### config.mk
export PLATFORM = sky130hd
export DESIGN_NAME = avi_pkt_builder
export DESIGN_NICKNAME = d
export VERILOG_FILES = /design/src/rtl/avi_pkt_pkg.sv /design/src/rtl/avi_field_pack.sv /design/src/rtl/avi_csum.sv /design/src/rtl/avi_sched.sv /design/src/rtl/avi_pkt_builder.sv
export SDC_FILE = /design/constraint.sdc
export NUM_CORES = 1
export LEC_CHECK = 0
export BUFFER_PORTS_ARGS = -buffer_cell sky130_fd_sc_hd__buf_2
export CAP_MARGIN = 20
export CORE_MARGIN = 3
export CORE_UTILIZATION = 50
export CTS_CLUSTER_DIAMETER = 60
export DETAILED_ROUTE_END_ITERATION = 10
export PLACE_DENSITY_LB_ADDON = 0.25
export SYNTH_ARGS = -nofsm -noshare
export SYNTH_HDL_FRONTEND = slang
export SYNTH_SLANG_ARGS = --single-unit
export TNS_END_PERCENT = 5
### constraint.sdc
create_clock -name clk_i -period 2.75 [get_ports clk_i]
set_clock_uncertainty 0.05 [all_clocks]
set_input_delay 0.275 -clock clk_i [delete_from_list [all_inputs] [get_ports clk_i]]
set_output_delay 0.275 -clock clk_i [all_outputs]
set_load 0.05 [all_outputs]
### src/rtl/avi_pkt_pkg.sv
package avi_pkt_pkg;

  typedef enum logic [1:0] {
    TX_OFF   = 2'd0,
    TX_ONCE  = 2'd1,
    TX_EVERY = 2'd2,
    TX_RSV   = 2'd3
  } tx_mode_e;

  typedef struct packed {
    logic       underscan;
    logic       afd_present;
    logic [1:0] colour;
    logic [1:0] aspect;
    logic [3:0] afr;
    logic [6:0] vic;
  } avi_cfg_t;

  localparam int unsigned HDR_LEN = 3;

endpackage

### src/rtl/avi_field_pack.sv
module avi_field_pack
  import avi_pkt_pkg::*;
#(
  parameter int unsigned PAYLOAD_LEN = 13
) (
  input  avi_cfg_t                      cfg_i,
  output logic [PAYLOAD_LEN-1:0][7:0]   payload_o
);

  always_comb begin
    for (int i = 0; i < PAYLOAD_LEN; i++) payload_o[i] = 8'h00;
    // byte 1: scan, format-present, colour space
    payload_o[0] = {1'b0, cfg_i.colour, cfg_i.afd_present, 2'b00, cfg_i.underscan, 1'b0};
    // byte 2: picture aspect, active format ratio
    payload_o[1] = {2'b00, cfg_i.aspect, cfg_i.afr};
    // byte 4: video code
    payload_o[3] = {1'b0, cfg_i.vic};
  end

endmodule

### src/rtl/avi_csum.sv
module avi_csum
  import avi_pkt_pkg::*;
#(
  parameter int unsigned PAYLOAD_LEN = 13
) (
  input  logic [HDR_LEN-1:0][7:0]     hdr_i,
  input  logic [PAYLOAD_LEN-1:0][7:0] payload_i,
  output logic [7:0]                  csum_o
);

  logic [7:0] acc;

  always_comb begin
    acc = 8'h00;
    for (int i = 0; i < HDR_LEN; i++)     acc = acc + hdr_i[i];
    for (int i = 0; i < PAYLOAD_LEN; i++) acc = acc + payload_i[i];
    csum_o = 8'h00 - acc;
  end

endmodule

### src/rtl/avi_sched.sv
module avi_sched
  import avi_pkt_pkg::*;
(
  input  logic       clk_i,
  input  logic       rst_ni,
  input  logic [1:0] tx_mode_i,
  input  logic       vsync_i,
  input  logic       busy_i,
  output logic       start_o
);

  logic vs_q;
  logic armed_q;
  logic vs_rise;
  logic eligible;

  assign vs_rise  = vsync_i & ~vs_q;
  assign eligible = (tx_mode_i == TX_EVERY) || ((tx_mode_i == TX_ONCE) && armed_q);
  assign start_o  = vs_rise & eligible & ~busy_i;

  always_ff @(posedge clk_i or negedge rst_ni) begin
    if (!rst_ni) begin
      vs_q    <= 1'b0;
      armed_q <= 1'b1;
    end else begin
      vs_q <= vsync_i;
      if (tx_mode_i != TX_ONCE) armed_q <= 1'b1;
      else if (start_o)         armed_q <= 1'b0;
    end
  end

  // once mode fires a single time until re-armed
  a_r9_once_single: assert property (@(posedge clk_i) disable iff (!rst_ni)
    start_o && (tx_mode_i == TX_ONCE) |=> !start_o || (tx_mode_i != TX_ONCE));

  // off and reserved modes never start a packet
  a_r7_no_start_off: assert property (@(posedge clk_i) disable iff (!rst_ni)
    ((tx_mode_i == TX_OFF) || (tx_mode_i == TX_RSV)) |-> !start_o);

endmodule

### src/rtl/avi_pkt_builder.sv
module avi_pkt_builder
  import avi_pkt_pkg::*;
#(
  parameter int unsigned PAYLOAD_LEN = 13,
  parameter logic [7:0]  TYPE_CODE   = 8'h82,
  parameter logic [7:0]  VERSION     = 8'h02
) (
  input  logic       clk_i,
  input  logic       rst_ni,
  input  logic [1:0] tx_mode_i,
  input  logic       vsync_i,
  input  logic       underscan_i,
  input  logic       afd_present_i,
  input  logic [1:0] colour_i,
  input  logic [1:0] aspect_i,
  input  logic [3:0] afr_i,
  input  logic [6:0] vic_i,
  output logic [7:0] data_o,
  output logic       valid_o,
  output logic       last_o,
  input  logic       ready_i
);

  localparam int unsigned PKT_LEN = HDR_LEN + 1 + PAYLOAD_LEN;
  localparam int unsigned IDX_W   = $clog2(PKT_LEN);
  localparam logic [IDX_W-1:0] LAST_IDX = IDX_W'(PKT_LEN - 1);

  avi_cfg_t                    cfg_in, snap_q;
  logic [HDR_LEN-1:0][7:0]     hdr;
  logic [PAYLOAD_LEN-1:0][7:0] payload;
  logic [7:0]                  csum;
  logic                        busy_q, start;
  logic [IDX_W-1:0]            idx_q;
  logic                        xfer;

  assign cfg_in = '{underscan:   underscan_i,
                    afd_present: afd_present_i,
                    colour:      colour_i,
                    aspect:      aspect_i,
                    afr:         afr_i,
                    vic:         vic_i};

  assign hdr[0] = TYPE_CODE;
  assign hdr[1] = VERSION;
  assign hdr[2] = 8'(PAYLOAD_LEN);

  avi_sched u_sched (
    .clk_i     (clk_i),
    .rst_ni    (rst_ni),
    .tx_mode_i (tx_mode_i),
    .vsync_i   (vsync_i),
    .busy_i    (busy_q),
    .start_o   (start)
  );

  avi_field_pack #(.PAYLOAD_LEN(PAYLOAD_LEN)) u_pack (
    .cfg_i     (snap_q),
    .payload_o (payload)
  );

  avi_csum #(.PAYLOAD_LEN(PAYLOAD_LEN)) u_csum (
    .hdr_i     (hdr),
    .payload_i (payload),
    .csum_o    (csum)
  );

  assign xfer = busy_q & ready_i;

  always_ff @(posedge clk_i or negedge rst_ni) begin
    if (!rst_ni) begin
      busy_q <= 1'b0;
      idx_q  <= '0;
      snap_q <= '0;
    end else if (start) begin
      busy_q <= 1'b1;
      idx_q  <= '0;
      snap_q <= cfg_in;
    end else if (xfer) begin
      if (idx_q == LAST_IDX) busy_q <= 1'b0;
      else                   idx_q  <= idx_q + 1'b1;
    end
  end

  always_comb begin
    data_o = 8'h00;
    for (int i = 0; i < HDR_LEN; i++)
      if (idx_q == IDX_W'(i)) data_o = hdr[i];
    if (idx_q == IDX_W'(HDR_LEN)) data_o = csum;
    for (int i = 0; i < PAYLOAD_LEN; i++)
      if (idx_q == IDX_W'(HDR_LEN + 1 + i)) data_o = payload[i];
  end

  assign valid_o = busy_q;
  assign last_o  = busy_q && (idx_q == LAST_IDX);

  // last only accompanies a valid byte
  a_r2_last_with_valid: assert property (@(posedge clk_i) disable iff (!rst_ni)
    last_o |-> valid_o);

  // a packet always opens with the type byte
  a_r8_first_is_type: assert property (@(posedge clk_i) disable iff (!rst_ni)
    $rose(valid_o) |-> data_o == TYPE_CODE);

  // stalled byte holds
  a_r11_hold: assert property (@(posedge clk_i) disable iff (!rst_ni)
    valid_o && !ready_i |=> valid_o && $stable(data_o) && $stable(last_o));

  // streaming is not cut short or restarted
  a_r10_no_restart: assert property (@(posedge clk_i) disable iff (!rst_ni)
    valid_o && !(ready_i && last_o) |=> valid_o);

  // captured configuration is frozen mid-packet
  a_r12_cfg_frozen: assert property (@(posedge clk_i) disable iff (!rst_ni)
    valid_o && !(ready_i && last_o) |=> $stable(snap_q));

  // idle output stays idle in off/reserved modes
  a_r7_off_quiet: assert property (@(posedge clk_i) disable iff (!rst_ni)
    !valid_o && ((tx_mode_i == TX_OFF) || (tx_mode_i == TX_RSV)) |=> !valid_o);

endmodule

[Yosys cells after proc, flatten, opt, wreduce, memory -nomap -nowiden]
Cells that the tools add are included.
Operators by class
  add/sub/neg operators: 5
  eq/ne operators: 20
  multiplexer cells: 25
  bitwise operators: 6
  reductions and logical operators: 9
Operators by type and width (number)
  $mux W8: 17
  $eq A5 B4 Y1 const B: 8
  $eq A5 B3 Y1 const B: 4
  $mux W5: 3
  $eq A5 B2 Y1 const B: 2
  $add A8 B6 Y8: 1
  $add A8 B7 Y8: 1
  $add A8 B7 Y8 const A: 1
  $sub A1 B8 Y8 const A: 1
  $reduce_bool A2 Y1: 3
  $add A5 B1 Y5 const B: 1
  $eq A5 B1 Y1 const B: 1
  $eq A5 B5 Y1 const B: 1
  $logic_not A5 Y1: 1
  $mux W1: 5
  $and A1 B1 Y1: 4
  $reduce_and A2 Y1: 2
  $eq A2 B1 Y1 const B: 1
  $eq A2 B2 Y1 const B: 1
  $logic_and A1 B1 Y1: 2
  $ne A2 B1 Y1 const B: 1
  $ne A2 B2 Y1 const B: 1
  $not A1 Y1: 2
  $logic_or A1 B1 Y1: 1
Storage, ports and cells
  register bits: 25
  bits of input ports: 23
  output and inout port bits: 10
  word-level logic and storage cells: 75

[Depth between registers and ports, before layout]
  word-level depth: 18
  mapped depth: 9
  gate-level depth less buffers: 9

[By module]
From an unflattened synthesis, not the netlist that was laid out.
Unflattened totals
  cells, all modules: 721
  area, all modules: 6173.4 um2
By module, submodules not included
  avi_csum: times used 1, cells an instance 293, area each 2855.2 um2
  avi_pkt_builder: times used 1, cells an instance 315, area each 2442.3 um2
  avi_field_pack: times used 1, cells an instance 105, area each 784.5 um2
  avi_sched: times used 1, cells an instance 8, area each 91.3 um2

[Least setup slack after synthesis]
OpenSTA, ideal clock, no wires.
  path kind: register -> output
  start point: register snap_q[15] in the netlist's numbering
  end point: output port data_o[6]
  data arrival time: 2933 ps
  required time: 2425 ps
  setup slack: -508 ps
  cell stages (with the launch flop): 9
  buffers on the path: 0
  cells stage by stage: dfrtp_1 -> ha_1 -> fa_1 -> inv_1 -> ha_1 -> a21o_1 -> a21oi_1 -> or3_1 -> a31oi_1
On the way
  word-level cells in the longest chain between the ends: 18
Ends and longest elaborated chain
  start, declared: line avi_pkt_builder.sv:28  | avi_cfg_t cfg_in, snap_q;
  start signal, assigned: line avi_pkt_builder.sv:77  | snap_q <= cfg_in;
  $add A8 B7 Y8: line avi_csum.sv:16  | for (int i = 0; i < PAYLOAD_LEN; i++) acc = acc + payload_i[i];
  $add A8 B6 Y8: line avi_csum.sv:16
  $add A8 B7 Y8: line avi_csum.sv:16
  $sub A1 B8 Y8: line avi_csum.sv:17  | csum_o = 8'h00 - acc;
  $mux W8: line avi_pkt_builder.sv:88  | if (idx_q == IDX_W'(HDR_LEN)) data_o = csum;
  $mux W8 (13 in a row): line avi_pkt_builder.sv:90  | if (idx_q == IDX_W'(HDR_LEN + 1 + i)) data_o = payload[i];
  end, declared: line avi_pkt_builder.sv:18  | output logic [7:0] data_o,
No other way between the ends.

[Worst setup path in the final report]
  start point: register snap_q[11] in the netlist's numbering
  end point: output port data_o[5]
On the way
  word-level cells in the longest chain between the ends: 17
Ends and longest elaborated chain (line)
  $add A8 B6 Y8: avi_csum.sv:16
  $add A8 B7 Y8: avi_csum.sv:16
  $sub A1 B8 Y8: avi_csum.sv:17
  $mux W8: avi_pkt_builder.sv:88
  $mux W8 (13 in a row): avi_pkt_builder.sv:90
No other way between the ends.

==> metrics.yaml <==
outcome: "finished with violations"
violated_checks: "setup timing"
tritoncts: "built"
grt_use_total_pct: 21.16
report.final.hold_viol_count: 0
regToRegSetupSlack_ns: 0.80
global_route.overflow_total: 0
worst-endpoint-arrival_ns: 2.67
criticalPathCategory: "flip-flop to primary output"
synth_top_flop_cell: "dfrtp_1"
rows: 21
synth_adder_area_share_pct: 16.81
ctsHtreeMaxLevel: 1
synth-edff-count: 0
grt_max_degree: 26
critical_path.endpoint_type: "primary output"
crit_chain: "ha_1 -> fa_1 -> inv_2 -> ha_4 -> a211o_1 -> a211oi_2 -> o31ai_2 -> a21oi_2 -> buf_6"
min_period_ns: 2.993
crit_path_start_kind: "flip-flop"
cts-buffers-inserted: 3
async_reset_ff_share_pct: 100.0
worst_ep_required_time_ns: 2.42
max_cap_violations: 0
clock_pin_slew_on_the_worst_setup_and_hold_paths_ns: 0.09
insertedDiodeCount: 0
critPathMaxStageDelay_ns: 0.50
reg2reg_end: "snap_q[12]"
library_cell_contributing_the_largest_single_delay_on_the_critical_path: "fa_1"
synth_area_in_compound_gates_pct: 15.45
critPathMaxFanout: 4
number_of_unique_standard_cell_types_used_by_synthesis: 55
layout.core_utilization_pct: 69.83
buffer_ports.inserted: 32
antenna_found_initial: 0
clock_insertion_delay_worst_skew_ns: 0.26
floorplan.core_area_mm2: 0.003521
cell_with_the_most_instances_after_synthesis: "dfrtp_1"
ys_seq_elements: 25
via_count_of_the_first_global_routing_pass: 1589
wl_met2_mm: 2.201
layout-area-overhead-vs-synth_pct: 27.02
wl_mm: 4.652
clock-root-buffer: "clkbuf_8"
post_synth_inst_count: 187
detailroute.via_count: 1587
met3WireLength_um: 211
first_pass_iters: 4
synthTopCellsByCount: "dfrtp_1, ha_1, mux2_1"
vias_per_cell: 5.628
rsz0062_at_grt: "true"
hold_class: "primary input to flip-flop"
crit_path_start: "snap_q[11]"
synth_nets: 233
ioPinCount: 33
synthMuxAreaShare_pct: 11.96
wire_length_of_the_first_global_routing_pass_mm: 7.383
wire_per_inst_um: 16.50
main_combinational_cell_family_by_area_after_synthesis: "adder cells"
synth_simple_gate_area_share_pct: 15.90
detail_route.wirelength.met1_mm: 2.192
fin_nets: 283
ys.warnings.count: 0
hpwlAfterDp_mm: 3.426
seq_area_frac_synth_pct: 32.39
synthDominantAreaCellType: "dfrtp_1"
maximum_buffer_depth_of_the_clock_tree: 2
die_width_um: 68.22
starting_density_of_the_core_pct: 54.98
cp-endpoint: "data_o[5]"
synthXorXnorAreaFrac_pct: 1.357
ant_nets: 0
finalWeightedCongestion: 0.9053
r2r.worst_path.cells: 3
syn_avg_cell_area_um2: 10.35
top_layer_used: "met4"
drcViolationCount: 0
setup_violations: 4
yosys-top-cells-area: "dfrtp_1, ha_1, mux2_1"
die-height_um: 68.22
post_route_cells_drive_above_1_share_pct: 38.98
highest_achievable_clock_rate_mhz: 334.2
period_share_pct: 108.8
filler_cell_count: 270
setup_ws_post_layout_ns: -0.2426
drt_iter0_drc: 67
mapped_area_mm2: 0.001936
report.final.slew_viol_count: 0
tritoncts_num_sinks: 25
max_slew.worst_pin.slew_ns: 0.6332
floorplan.die_area_mm2: 0.004654
worst_r2r_startpoint: "valid_o"
slew_headroom_pct: 57.69
synth_top_area_share_pct: 31.03
## placed cells by master, fill, tap and decap left out, types with 2 or more instances in the layout
master | Yosys | routed
nor2_1 | 8 | 7
inv_1 | 14 | 11
nand2_1 | 11 | 11
fa_1 | 5 | 3
buf_4 | 0 | 19
inv_2 | 2 | 5
o21ai_1 | 2 | 2
clkbuf_8 | 0 | 3
ha_4 | 0 | 6
nor3_2 | 2 | 2
dfrtp_1 | 24 | 24
buf_2 | 1 | 26
ha_2 | 0 | 2
o2bb2ai_1 | 2 | 2
a31oi_4 | 1 | 2
nor2b_1 | 4 | 4
xnor2_1 | 3 | 2
nand2b_1 | 3 | 3
or3_1 | 3 | 2
and2_1 | 2 | 2
nor3_1 | 2 | 2
mux2_1 | 17 | 17
nor4_1 | 2 | 2
or3_4 | 1 | 2
mux2i_1 | 4 | 4
fa_2 | 0 | 2
a211o_1 | 2 | 2
a21o_1 | 2 | 2
a21oi_2 | 0 | 4
nor2_2 | 1 | 2
o21ai_0 | 2 | 2
ha_1 | 18 | 10
a22oi_1 | 4 | 4
a21oi_1 | 14 | 10
buf_6 | 4 | 5
## repair_timing
action,4_1_cts,5_1_grt
hold endpoints to repair,24,0
setup endpoints to repair,5,6
pin swaps,17,6
buffers inserted,4,0
resized for setup,24,7
hold buffers,1,0
## worst min path at each step
stage	cells past startpoint	slack, ns	start	to
global route	1	0.07	vsync_i	u_sched.vs_q
detailed placement	1	0.25	rst_ni	snap_q[0]
finish	1	0.08	vsync_i	u_sched.vs_q
floorplan	0	-0.07	rst_ni	idx_q[0]
CTS	1	0.07	vsync_i	u_sched.vs_q
global placement	1	0.23	rst_ni	snap_q[0]
## registers in the layout, indices dropped and copies added, names as in the netlist
signal	cells
snap_q	17
idx_q	5
u_sched.armed_q	1
u_sched.vs_q	1
valid_o	1
## through the flow
| stage | TNS (ns) | setup slack, ns | area, µm² | hold WS (ns) | std cells |
|---|---|---|---|---|---|
| floorplan | -0.1963 | -0.08890 | 1961 | -0.07059 | 187 |
| global placement | -0.2563 | -0.1351 | 2230 | 0.2307 | 273 |
| detailed placement | -0.4440 | -0.2091 | 2230 | 0.2492 | 273 |
| CTS | -0.7675 | -0.1990 | 2427 | 0.07358 | 282 |
| global route | -1.284 | -0.3167 | 2459 | 0.06640 | 282 |
| finish | -0.8290 | -0.2426 | 2459 | 0.07765 | 282 |
## cell families after synthesis
logic type | Yosys count
AO/OA/AOI/OAI | 42
flip-flops | 25
buffers and inverters | 23
AND/OR/NAND/NOR | 50
XOR/XNOR | 3
adder cells (fa/ha/maj) | 23
multiplexers | 21
## routing by layer
metal / track usage [%] / vias up
met2: 33.69 / 47
li1: - / 766
met4: 6.700 / 0
met3: 3.284 / 6
met5: 0 / -
met1: 29.46 / 768
## critical path, delay by kind of cell, from the launching register on
kind            cells  cell delay [ns]
flops               1             0.39
buf+inv             2             0.22
compound gates      4             0.80
fa+ha+maj           3             0.99
## area by class of cell
class / instances / area (µm²) / share of cell area (%)
flip-flops and latches: 25 / 626.9 / 25.50
repair buffers: 51 / 339.1 / 13.79
multi-input cells: 139 / 1325 / 53.89
clock buffers: 4 / 45.04 / 1.832
inverters: 17 / 65.06 / 2.646
well taps: 46 / 57.56 / 2.341
Power is not shown: default switching activity piles up to over one toggle a cycle in this logic, so the estimate is an artifact.
